### config.mk
export PLATFORM = sky130hd
export DESIGN_NAME = mux_bus_ctrl
export DESIGN_NICKNAME = d
export VERILOG_FILES = /design/src/rtl/mux_bus_ctrl.sv
export SDC_FILE = /design/constraint.sdc
export NUM_CORES = 1
export LEC_CHECK = 0
export ABC_CLOCK_PERIOD_IN_PS = 6650
export BUFFER_PORTS_ARGS = -buffer_cell sky130_fd_sc_hd__buf_4
export CORE_MARGIN = 2
export CORE_UTILIZATION = 49
export DETAILED_ROUTE_END_ITERATION = 16
export PLACE_DENSITY_LB_ADDON = 0.2
export SETUP_SLACK_MARGIN = 0.1
export SLEW_MARGIN = 20
export SYNTH_ARGS = -nofsm -noshare
export SYNTH_HDL_FRONTEND = slang
export SYNTH_SLANG_ARGS = --single-unit
### constraint.sdc
create_clock -name clk -period 6.65 [get_ports clk]
set_clock_uncertainty 0.05 [all_clocks]
set_input_delay 0.665 -clock clk [delete_from_list [all_inputs] [get_ports clk]]
set_output_delay 0.665 -clock clk [all_outputs]
set_load 0.05 [all_outputs]
### src/rtl/mux_bus_ctrl.sv
module mux_bus_ctrl #(
  parameter int AW = 20,
  parameter int DW = 16
) (
  input  logic          clk,
  input  logic          rst,
  input  logic          req_valid,
  output logic          req_ready,
  input  logic [AW-1:0] req_addr,
  input  logic [DW-1:0] req_wdata,
  input  logic          req_hi,
  input  logic          req_mem,
  input  logic          req_write,
  output logic          rsp_valid,
  output logic [DW-1:0] rsp_rdata,
  output logic [DW-1:0] ad_out,
  input  logic [DW-1:0] ad_in,
  output logic          ad_oe,
  output logic [AW-DW-1:0] ahs_out,
  output logic          bhe_n,
  output logic          ale,
  output logic          rd_n,
  output logic          wr_n,
  output logic          mio,
  output logic          dtr,
  output logic          den_n,
  output logic          bus_en,
  input  logic          ready,
  input  logic          hold,
  output logic          hlda
);

  localparam int HW = AW - DW;

  typedef enum logic [2:0] {
    S_IDLE, S_T1, S_T2, S_T3, S_TW, S_T4, S_HLD
  } st_t;

  st_t st, st_nx;
  logic [AW-1:0] c_addr;
  logic [DW-1:0] c_wdata;
  logic          c_hi, c_mem, c_wr;
  logic [DW-1:0] rdata_q;

  logic in_data, in_strb, in_cyc, take, rd_done;

  assign in_strb = (st == S_T2) || (st == S_T3) || (st == S_TW);
  assign in_data = in_strb || (st == S_T4);
  assign in_cyc  = in_data || (st == S_T1);
  assign req_ready = (st == S_IDLE) && !hold && !rst;
  assign take    = req_valid && req_ready;
  assign rd_done = ((st == S_T3) || (st == S_TW)) && ready && !c_wr;

  always_comb begin
    st_nx = st;
    case (st)
      S_IDLE: if (hold) st_nx = S_HLD; else if (req_valid) st_nx = S_T1;
      S_T1:   st_nx = S_T2;
      S_T2:   st_nx = S_T3;
      S_T3:   st_nx = ready ? S_T4 : S_TW;
      S_TW:   st_nx = ready ? S_T4 : S_TW;
      S_T4:   st_nx = hold ? S_HLD : S_IDLE;
      S_HLD:  st_nx = hold ? S_HLD : S_IDLE;
      default: st_nx = S_IDLE;
    endcase
  end

  always_ff @(posedge clk) begin
    if (rst) st <= S_IDLE;
    else     st <= st_nx;
  end

  always_ff @(posedge clk) begin
    if (take) begin
      c_addr  <= req_addr;
      c_wdata <= req_wdata;
      c_hi    <= req_hi;
      c_mem   <= req_mem;
      c_wr    <= req_write;
    end
    if (rd_done) rdata_q <= ad_in;
  end

  assign rsp_valid = (st == S_T4);
  assign rsp_rdata = rdata_q;

  assign ad_out  = (st == S_T1) ? c_addr[DW-1:0] : c_wdata;
  assign ad_oe   = (st == S_T1) || (in_data && c_wr);
  assign ahs_out = (st == S_T1) ? c_addr[AW-1:DW] :
                   in_data ? {{(HW-2){1'b0}}, c_wr, c_mem} : '0;
  assign bhe_n   = (st == S_T1) ? ~c_hi : 1'b1;
  assign ale     = (st == S_T1);
  assign rd_n    = ~(in_strb && !c_wr);
  assign wr_n    = ~(in_strb && c_wr);
  assign den_n   = ~in_strb;
  assign mio     = in_cyc ? c_mem : 1'b0;
  assign dtr     = in_cyc ? c_wr : 1'b1;
  assign hlda    = (st == S_HLD);
  assign bus_en  = !hlda;


  ale_pulse_chk: assert property (@(posedge clk) disable iff (rst) ale |=> !ale);

  ale_drive_chk: assert property (@(posedge clk) disable iff (rst) ale |-> ad_oe && bus_en);

  strobe_excl_chk: assert property (@(posedge clk) disable iff (rst) !(!rd_n && !wr_n));

  wr_data_chk: assert property (@(posedge clk) disable iff (rst) !wr_n |-> ad_oe);

  rd_float_chk: assert property (@(posedge clk) disable iff (rst) !rd_n |-> !ad_oe && !den_n);

  wait_hold_chk: assert property (@(posedge clk) disable iff (rst)
    (!rd_n || !wr_n) && !ready |=> (!rd_n || !wr_n));

  hlda_float_chk: assert property (@(posedge clk) disable iff (rst)
    hlda |-> !bus_en && !ad_oe && !req_ready);

  hold_mid_chk: assert property (@(posedge clk) disable iff (rst)
    (!rd_n || !wr_n) |=> !hlda);

  hlda_drop_chk: assert property (@(posedge clk) disable iff (rst) hlda && !hold |=> !hlda);

endmodule

==> impl_results.md <==
- Post-Route WL: between 4000 and 5000 µm
- GRT Total Usage: ~18%
- Final Power: approximately 960 µW
- Maximum VDD drop: 0.178 mV
- CP cell instances: inv_1 > nor3_2 > buf_4 > mux2_2 > buf_4
- Crit end category: primary output
- Period minus WS final: ~3 ns
- Switching Share: about 30%
- CP Data Required Time: between 5 and 6 ns
- CP peak stage delay: about 0.50 ns
- Slew headroom: a little over two fifths
- Nature of the critical path startpoint: flop
- Sequential Power Share: 45.4%
- Crit path max-delay family: buffers and inverters
- Postcts setup bufs: 0
- YS warnings: 0
- Worst R2R Path Depth: 3
- Final Hold Viols: 0
- Hold buffers post-CTS: 0
- Part of the power in combinational logic: about a quarter
- Die ar.: 5080 µm²
- Cell Area, Placed: roughly 3000 µm²
- FMAX: between 300 and 400 MHz
- Vias in the first global route: between 1000 and 1500
- Cell variety after synth: 25
- DRC viols: 0
- Clock Sink Count: just under 60
- Mean post-synth cell area: approximately 17 µm²
- Die H: about 71 µm
- Synth area leader: edfxtp_1
- Async SR Flop Fraction: 0%
- GPL Wtd Cong: about 0.76
- CTS-repair resized insts: 0
- Port bufs: ~110
- Status: finished clean
- Post-synth EDFFs: 55
- Final slew viol count: 0
- RSZ-0062 raised after global routing: no
- Leak: about 0.0013 µW
- Crit-path slowest cell: dfxtp_1
- Routed wire per std cell: ~15 µm
- Fin nets: 301
- Area share of the largest cell type after synthesis: 74.5%
- Most instantiated cells after synthesis: 55 x edfxtp_1, 16 x mux2_2, 8 x a21oi_1
- CTS Root Buffer Type: clkbuf_8
- Clk slew on worst S/H paths: 0.06 ns
- Starting density of the core: 50.9%
- Detailed Routing Iterations Pass 1: 4
- Internal power: approximately 660 µW
- Post-route ant nets: 0
- Post-synthesis sequential area ratio: roughly 77%
- CTS tree: built
- GR Overflow Total: 0
- PwrDens: 295 nW/µm²
- Largest net degree at the start of global routing: 40
- Row count: 24
- Final Setup Violations: 0
- Count leader, synth: edfxtp_1
- Core area: between 4000 and 5000 µm²
- Num CTS Buffers: 9
- Top FF cell, synth: edfxtp_1
- Critical Path Stages: 5
- Least-Margin Pin Slew: 0.876 ns
- Syn nets: roughly 190
- Setup TNS: 0 ns
- Worst min path class: input pin to flop
- Psw: just under 300 µW
- Tcrit/Tclk final: between 40% and 50%
- Final HPWL DP: between 3000 and 4000 µm
- Post-Syn Area: 2220 µm²
- Vias per cell: around 4.9
- Largest cells by area after synthesis: edfxtp_1 74%, mux2_2 8.1%, dfxtp_1 2.7%, a21oi_1 1.8%, and2_1 1.4%
- Initial antenna violation count: 0
- Share of cells above drive strength 1: 57.3%
- Antenna cell count: 0
- Clock Tree Buf Depth: 2
- Top-level port count: 108
- Final Core Density: approximately 74%
- Final instance area: 3240 µm²
- Synth Instances: between 100 and 150
- CP Class: flop to primary output
- CP dominant cell by count: buf_4
- Starting DRT DRC Count: 63
- Area grow syn2layout: 46.1%
- Non-Filler Instances: roughly 300
- Vias: 1472
- Worst-Skew Late Latency: approximately 0.32 ns
- Placed cells: ~280
- Yosys reg bits: 58
- Worst Path Arrival: 2.23 ns
- Critical path fanouts, max: 14
- Clk network pwr share: 29.2%
- Max_cap viols: 0
- First-pass GRT wire length: around 6700 µm
- Buf/Inv on CP: 3
- Hold Crit Depth: 1
- H-tree lvl count: 3
- Die Span X: roughly 70 µm
-- flip-flops by register name, indices dropped and copies added, names as in the netlist --
| register | cells |
|---|---|
| c_mem | 1 |
| c_wdata | 16 |
| rsp_rdata | 16 |
| c_hi | 1 |
| c_wr | 1 |
| c_addr | 20 |
| st | 3 |
-- cell families (layout without fill, tap and decap cells) --
| logic type | count (synthesis) | in the layout | share of synthesized area (%) |
|---|---|---|---|
| flip-flops | 58 | 58 | 77.2 |
| AND/OR/NAND/NOR | 26 | 26 | 7.39 |
| AO/OA/AOI/OAI | 19 | 19 | 4.74 |
| multiplexers | 17 | 17 | 8.57 |
| buffers and inverters | 9 | 126 | 2.14 |
-- stage by stage --
step / worst slack (ns) / hold WS [ns]
2_1_floorplan: 3.79 / 0.499
3_3_place_gp: 4.10 / 0.626
3_5_place_dp: 4.03 / 0.635
4_1_cts: 3.67 / 0.442
5_1_grt: 3.55 / 0.439
6_report: 3.71 / 0.460
-- path summary, 6_finish.rpt --
kind / endpoint / start / slack (ns)
max: ad_out[4] / st[0]$_SDFFE_PP0P_ / 3.71
min: rsp_rdata[0]$_DFFE_PP_ / ad_in[0] / 0.46
max reg2reg: c_wdata[6]$_DFFE_PP_ / st[2]$_SDFFE_PP0P_ / 4.30
min reg2reg: st[1]$_SDFFE_PP0P_ / st[2]$_SDFFE_PP0P_ / 0.64
-- layer usage --
layer	wire length [µm]	GRT usage, %
met2	2240	28.3
met5	0	0
met3	369	8.72
met1	1660	20.7
met4	76	8.39
-- cell type report --
cell class                 count  area (µm²)
fill                         307        1110
tap                           52        65.1
clock buffer                  16         170
inverter                       2        7.51
sequential                    58        1710
timing repair buffer         108         811
multi-input combinational     62         477
-- power by group through the flow --
stage / logic [µW] / clock network (µW) / registers, µW
final: 243 / 280 / 434
after global routing: 256 / 301 / 437
after CTS: 245 / 287 / 434
after detailed placement: 244 / 0 / 442
after global placement: 242 / 0 / 441
after floorplan: 164 / 0 / 442
-- cell usage in the layout (no fill, tap or decap), types with 2 or more instances in the layout --
master / count
o21ai_0: 6
clkbuf_8: 11
and2_1: 4
dfxtp_1: 3
buf_4: 108
nand2_1: 4
inv_1: 2
mux2_2: 16
a31oi_1: 2
and3b_1: 2
a21oi_1: 8
edfxtp_1: 55
nor2b_1: 4
a22oi_1: 2
nand2b_1: 3
clkbuf_1: 5
Power figures use the tool's default switching activity.
